### src/rtl/tw_pkg.sv
package tw_pkg;

    typedef enum logic [2:0] {
        ST_IDLE  = 3'd0,
        ST_ADDR  = 3'd1,
        ST_ACK_A = 3'd2,
        ST_DATA  = 3'd3,
        ST_ACK_D = 3'd4,
        ST_HOLD  = 3'd5
    } tw_state_e;

endpackage

### src/rtl/tw_data_reg.sv
module tw_data_reg #(
    parameter int WIDTH = 8
) (
    input  logic             clk,
    input  logic             rst_n,
    input  logic             load_en,
    input  logic [WIDTH-1:0] load_val,
    input  logic             shift_en,
    input  logic             shift_in,
    output logic [WIDTH-1:0] q
);

    always_ff @(posedge clk) begin
        if (!rst_n) begin
            q <= '1;
        end else if (load_en) begin
            q <= load_val;
        end else if (shift_en) begin
            q <= {q[WIDTH-2:0], shift_in};
        end
    end

endmodule

### src/rtl/tw_addr_unit.sv
module tw_addr_unit #(
    parameter int ADDR_W = 7
) (
    input  logic          clk,
    input  logic          rst_n,
    input  logic          wr_en,
    input  logic [ADDR_W:0] wr_val,
    input  logic [ADDR_W:0] rx_byte,
    output logic [ADDR_W:0] reg_q,
    output logic          own_hit,
    output logic          gc_hit
);

    always_ff @(posedge clk) begin
        if (!rst_n) begin
            reg_q <= {{ADDR_W{1'b1}}, 1'b0};
        end else if (wr_en) begin
            reg_q <= wr_val;
        end
    end

    // Direction bit (bit 0 of the received byte) takes no part in the compare.
    always_comb begin
        own_hit = (rx_byte[ADDR_W:1] == reg_q[ADDR_W:1]);
        gc_hit  = reg_q[0] && (rx_byte[ADDR_W:1] == '0);
    end

endmodule

### src/rtl/tw_bit_counter.sv
module tw_bit_counter #(
    parameter int COUNT = 8
) (
    input  logic clk,
    input  logic rst_n,
    input  logic clr,
    input  logic inc,
    output logic last
);

    localparam int CNT_W = (COUNT > 1) ? $clog2(COUNT) : 1;
    localparam logic [CNT_W-1:0] LAST_VAL = CNT_W'(COUNT - 1);

    logic [CNT_W-1:0] cnt_q;

    always_ff @(posedge clk) begin
        if (!rst_n) begin
            cnt_q <= '0;
        end else if (clr) begin
            cnt_q <= '0;
        end else if (inc) begin
            cnt_q <= (cnt_q == LAST_VAL) ? '0 : cnt_q + 1'b1;
        end
    end

    assign last = (cnt_q == LAST_VAL);

endmodule

### src/rtl/tw_byte_shifter.sv
module tw_byte_shifter
    import tw_pkg::*;
#(
    parameter int DATA_W = 8
) (
    input  logic              clk,
    input  logic              rst_n,
    input  logic              cpu_data_wr,
    input  logic [DATA_W-1:0] cpu_data_wdata,
    output logic [DATA_W-1:0] cpu_data_rdata,
    input  logic              cpu_addr_wr,
    input  logic [DATA_W-1:0] cpu_addr_wdata,
    output logic [DATA_W-1:0] cpu_addr_rdata,
    input  logic              cpu_flag_clr,
    input  logic              bus_start,
    input  logic              bus_stop,
    input  logic              scl_rise,
    input  logic              scl_fall,
    input  logic              sda_in,
    output logic              sda_out,
    output logic              irq_flag,
    output logic              addr_match,
    output logic              gen_call,
    output logic              rw_dir,
    output logic              ack_rcvd
);

    localparam int ADDR_W = DATA_W - 1;
    localparam int MSB    = DATA_W - 1;

    tw_state_e state_q, state_d;

    logic [DATA_W-1:0] data_q;
    logic              own_hit, gc_hit, any_hit;
    logic              shifting, shift_en, data_load;
    logic              cnt_clr, cnt_last;
    logic              hold_release;

    logic sda_q, match_q, gc_q, rw_q, tx_q, ack_q;

    // ---------------------------------------------------------------
    // Datapath
    // ---------------------------------------------------------------
    assign shifting     = (state_q == ST_ADDR) || (state_q == ST_DATA);
    assign shift_en     = shifting && scl_rise;
    assign data_load    = cpu_data_wr && (state_q == ST_HOLD);
    assign hold_release = (state_q == ST_HOLD) && cpu_flag_clr;
    assign cnt_clr      = bus_start || bus_stop || hold_release;
    assign any_hit      = own_hit || gc_hit;

    tw_data_reg #(.WIDTH(DATA_W)) u_data (
        .clk      (clk),
        .rst_n    (rst_n),
        .load_en  (data_load),
        .load_val (cpu_data_wdata),
        .shift_en (shift_en),
        .shift_in (sda_in),
        .q        (data_q)
    );

    tw_addr_unit #(.ADDR_W(ADDR_W)) u_addr (
        .clk     (clk),
        .rst_n   (rst_n),
        .wr_en   (cpu_addr_wr),
        .wr_val  (cpu_addr_wdata),
        .rx_byte (data_q),
        .reg_q   (cpu_addr_rdata),
        .own_hit (own_hit),
        .gc_hit  (gc_hit)
    );

    tw_bit_counter #(.COUNT(DATA_W)) u_cnt (
        .clk   (clk),
        .rst_n (rst_n),
        .clr   (cnt_clr),
        .inc   (shift_en),
        .last  (cnt_last)
    );

    // ---------------------------------------------------------------
    // State register
    // ---------------------------------------------------------------
    always_ff @(posedge clk) begin
        if (!rst_n) begin
            state_q <= ST_IDLE;
        end else begin
            state_q <= state_d;
        end
    end

    // ---------------------------------------------------------------
    // Next-state logic
    // ---------------------------------------------------------------
    always_comb begin
        state_d = state_q;
        if (bus_stop) begin
            state_d = ST_IDLE;
        end else if (bus_start) begin
            state_d = ST_ADDR;
        end else begin
            unique case (state_q)
                ST_IDLE:  state_d = ST_IDLE;
                ST_ADDR:  if (scl_rise && cnt_last) state_d = ST_ACK_A;
                ST_ACK_A: if (scl_rise) state_d = any_hit ? ST_HOLD : ST_IDLE;
                ST_DATA:  if (scl_rise && cnt_last) state_d = ST_ACK_D;
                ST_ACK_D: if (scl_rise) state_d = ST_HOLD;
                ST_HOLD:  if (cpu_flag_clr) state_d = ST_DATA;
                default:  state_d = ST_IDLE;
            endcase
        end
    end

    // ---------------------------------------------------------------
    // Registered outputs
    // ---------------------------------------------------------------
    always_ff @(posedge clk) begin
        if (!rst_n) begin
            sda_q   <= 1'b1;
            match_q <= 1'b0;
            gc_q    <= 1'b0;
            rw_q    <= 1'b0;
            tx_q    <= 1'b0;
            ack_q   <= 1'b0;
        end else if (bus_start || bus_stop) begin
            sda_q   <= 1'b1;
            match_q <= 1'b0;
            gc_q    <= 1'b0;
            rw_q    <= 1'b0;
            tx_q    <= 1'b0;
        end else begin
            unique case (state_q)
                ST_IDLE: begin
                    if (scl_fall) sda_q <= 1'b1;
                end
                ST_ADDR: begin
                    if (scl_fall) sda_q <= 1'b1;
                end
                ST_ACK_A: begin
                    if (scl_fall) sda_q <= ~any_hit;
                    if (scl_rise && any_hit) begin
                        match_q <= 1'b1;
                        gc_q    <= gc_hit;
                        rw_q    <= data_q[0];
                        tx_q    <= data_q[0];
                    end
                end
                ST_DATA: begin
                    if (scl_fall) sda_q <= tx_q ? data_q[MSB] : 1'b1;
                end
                ST_ACK_D: begin
                    if (scl_fall) sda_q <= tx_q;
                    if (scl_rise && tx_q) ack_q <= ~sda_in;
                end
                ST_HOLD: begin
                    if (cpu_flag_clr) begin
                        sda_q <= tx_q ? data_q[MSB] : 1'b1;
                    end else if (scl_fall) begin
                        sda_q <= 1'b1;
                    end
                end
                default: sda_q <= 1'b1;
            endcase
        end
    end

    assign cpu_data_rdata = data_q;
    assign sda_out        = sda_q;
    assign irq_flag       = (state_q == ST_HOLD);
    assign addr_match     = match_q;
    assign gen_call       = gc_q;
    assign rw_dir         = rw_q;
    assign ack_rcvd       = ack_q;

endmodule

### config.mk
export PLATFORM = sky130hd
export DESIGN_NAME = tw_byte_shifter
export DESIGN_NICKNAME = d
export VERILOG_FILES = /design/src/rtl/tw_pkg.sv /design/src/rtl/tw_data_reg.sv /design/src/rtl/tw_addr_unit.sv /design/src/rtl/tw_bit_counter.sv /design/src/rtl/tw_byte_shifter.sv
export SDC_FILE = /design/constraint.sdc
export NUM_CORES = 1
export LEC_CHECK = 0
export BUFFER_PORTS_ARGS = -buffer_cell sky130_fd_sc_hd__buf_2
export CAP_MARGIN = 20
export CORE_UTILIZATION = 45
export DETAILED_ROUTE_END_ITERATION = 6
export GPL_TIMING_DRIVEN = 0
export PLACE_DENSITY_LB_ADDON = 0.25
export SYNTH_ARGS = -nofsm -noshare
export SYNTH_HDL_FRONTEND = slang
export SYNTH_SLANG_ARGS = --single-unit
### constraint.sdc
create_clock -name clk -period 4.73 [get_ports clk]
set_input_delay 0 -clock clk [delete_from_list [all_inputs] [get_ports clk]]
set_output_delay 0 -clock clk [all_outputs]
set_load 0.005 [all_outputs]
==> impl_metrics.env <==
export IMPL_final_nets=272
export IMPL_finalHoldViolCount=0
export IMPL_fmax_mhz=388.0
export IMPL_grt_pass1_vias=1417
export IMPL_hp_class="in -> reg"
export IMPL_synth_top_area_frac=0.3850
export IMPL_fin_crit_sh=0.5448
export IMPL_dr_first_iter_drc_count=63
export IMPL_finalClockSkew_ps=3.428
export IMPL_synth_compound_area_share=0.1693
export IMPL_clk_latency_ps=330
export IMPL_antenna_found_initial=0
export IMPL_status="finished, violations left"
export IMPL_synthTopCellsByCount="dfxtp_1, nand2_1, mux2i_1, o21ai_0, nor2_1"
export IMPL_r2r_start="state_q[1]"
export IMPL_synth_top_family_by_area="simple AND/OR/NAND/NOR gates"
export IMPL_ir_drop_uv=163.3
export IMPL_synthDistinctLibCells=36
export IMPL_tightest_slew_ps=566.1
export IMPL_r2r_setup_slack_ps=2150
export IMPL_synth_area_mux_share=0.1355
export IMPL_cts_tree="built"
export IMPL_place_area_um2=1668
export IMPL_crit_slowest_cell="dlygate4sd3_1"
export IMPL_synth_edf_count=0
export IMPL_drt_pre_antenna_iters=6
export IMPL_ant_nets=0
export IMPL_ys_ff_latch=27
export IMPL_nFillCells=236
export IMPL_slew_headroom=0.6226
export IMPL_synthArstFlopShare=0
export IMPL_layout_drive_gt1_share=0.2263
export IMPL_fp_dieW_um=57.86
export IMPL_comb_power_share=0.162
export IMPL_clockPowerShare=0.252
export IMPL_rows=19
export IMPL_ctsHoldBuffers=28
export IMPL_seq_area_frac_synth=0.3850
export IMPL_grt_overflow=0
export IMPL_drc=3
export IMPL_cts_root_buf="clkbuf_4"
export IMPL_finalSetupViolCount=0
export IMPL_cts_buffer_depth=2
export IMPL_synth_simple_area_share=0.2148
export IMPL_fp_dieH_um=57.86
export IMPL_crit_arrival_ps=2820
export IMPL_synthesis_area_um2=1404
export IMPL_maxSlewViolCount=0
export IMPL_crit_type="reg -> reg"
export IMPL_crit_path_max_fanout=10
export IMPL_worstSetupStartpointType="flop"
export IMPL_crit_chain="clkbuf_1 > nand2b_1 > nor2_1 > o21a_1 > o21ai_0 > dlygate4sd3_1 > o21ai_0 > dlygate4sd3_1"
export IMPL_post_cts_resized=0
export IMPL_swShare=0.2553
export IMPL_cts_setup_buffers=0
export IMPL_switchingPower_mw=0.1036
export IMPL_yosysWarnings=0
export IMPL_min_delay_start="bus_stop"
export IMPL_grt_max_degree=16
export IMPL_gp_congestion=0.8294
export IMPL_io_pins=48
export IMPL_path_clk_slew_ps=150
export IMPL_route_vias_total=1437
export IMPL_drt_total_wl_um=3759
export IMPL_core_um2=2853
export IMPL_synthAdderAreaFrac=0.01783
export IMPL_vias_per_cell=5.245
export IMPL_gr_usage_all_layers=0.2366
export IMPL_hold_path_end="ack_rcvd"
export IMPL_internal_power_mw=0.3021
export IMPL_powerDensity_nw_per_um2=205.4
export IMPL_final_cell_area_um2=1976
export IMPL_worstReg2RegEnd="state_q[0]"
export IMPL_synth_top_flop_cell="dfxtp_1"
export IMPL_synth_nets=194
export IMPL_fin_tns_setup_ps=0
export IMPL_cap_violations=0
export IMPL_fin_crit_ps=2577
export IMPL_hold_path_depth=4
export IMPL_dieArea_um2=3347
export IMPL_synthXorXnorAreaFrac=0.04367
export IMPL_grt_first_pass_wirelength_um=6134
export IMPL_reg2regPathDepth=8
export IMPL_synth_top_area_cell="dfxtp_1"
export IMPL_htree_levels=1
export IMPL_violations="design-rule violations"
export IMPL_sequentialPowerShare=0.586
export IMPL_synth_area_top_cells="dfxtp_1, mux2i_1, nand2_1"
export IMPL_place_detailed_hpwl_um=2691
export IMPL_worst_endpoint_required_ps=4970
export IMPL_rsz0062_at_grt="no"
export IMPL_diodes=0
export IMPL_cpPeakStageDelay_ps=560
export IMPL_cellLeakagePower_nw=0.8818
export IMPL_syn_area_per_cell_um2=8.457
export IMPL_area_growth_pct=40.73
export IMPL_syn_inst=166
export IMPL_start_util=0.4921
export IMPL_wl_per_cell_um=13.72
export IMPL_crit_start="state_q[1]"
export IMPL_numCtsBuffers=3
export IMPL_crit_path_end_kind="flop"
export IMPL_clock_sinks=27
export IMPL_port_buffers=45
worst max-delay path: cells and delay by family (launching register included):
kind	cells	cell delay, ps
buf+inv	3	1460
compound gates	3	380
flops	1	360
simple gates	2	300
placed cells by master (no fill, tap or decap), drive strengths merged, types with 3 or more instances in the layout:
cell type / n
xnor2: 3
mux2i: 19
buf: 47
xor2: 4
dlygate4sd3: 28
a21oi: 5
nor2: 13
inv: 3
o21ai: 18
nor2b: 5
dfxtp: 27
nand3: 4
nand2: 27
clkbuf: 10
routing by layer:
layer  up-vias  part of all wire  GRT usage
li1        735                 -          -
met1       649              0.45     0.3056
met2        49              0.49     0.3974
met3         4             0.048    0.04688
met4         0             0.010    0.07483
met5         -                 0          0
state kept, by name, summed over array words and instances (netlist names):
signal / cells
sda_out: 1
gen_call: 1
u_data.q: 8
u_addr.reg_q: 8
addr_match: 1
tx_q: 1
u_cnt.cnt_q: 3
state_q: 3
ack_rcvd: 1
final cells by class:
type,instances,area [µm²],share of cell area
multi-input cells,127,815.8,0.4129
flip-flops and latches,27,540.5,0.2736
repair buffers,73,505.5,0.2559
well taps,31,38.79,0.01963
plain buffers,9,36.28,0.01837
clock buffers,3,22.52,0.01140
inverters,3,11.26,0.005700
clock inverters,1,5.005,0.002533
per-stage QoR:
stage	std cells	hold WS [ps]	setup WS, ps	power, mW	utilization
6_report	274	63.99	2153	0.4057	0.6925
5_1_grt	274	83.28	1958	0.4261	0.6925
2_1_floorplan	166	109.0	3107	0.2685	-
3_3_place_gp	242	214.3	2974	0.2884	0.5846
3_5_place_dp	242	226.1	2938	0.2906	0.5846
4_1_cts	274	43.55	2222	0.4066	0.6925
power groups by stage:
| stage | Combinational, mW | Clock (mW) | Sequential, mW |
|---|---|---|---|
| after CTS | 0.0653 | 0.104 | 0.238 |
| after detailed placement | 0.0482 | 0 | 0.242 |
| after floorplan | 0.0266 | 0 | 0.242 |
| after global routing | 0.0712 | 0.116 | 0.238 |
| after global placement | 0.0464 | 0 | 0.242 |
| final | 0.0659 | 0.102 | 0.238 |
worst max-delay path by stage:
stage	end	slack, ps	depth (start not counted)
4_1_cts	state_q[0]	2220	8
5_1_grt	state_q[0]	1960	8
2_1_floorplan	sda_out	3110	5
3_5_place_dp	u_data.q[1]	2940	5
3_3_place_gp	sda_out	2970	5
6_report	state_q[0]	2150	8
kinds of logic after synthesis:
group | after synthesis
buf+inv | 12
compound gates | 36
fa+ha+maj | 2
flops | 27
mux | 19
xor+xnor | 7
simple gates | 63
No activity file was read; power rests on OpenSTA's default activity.
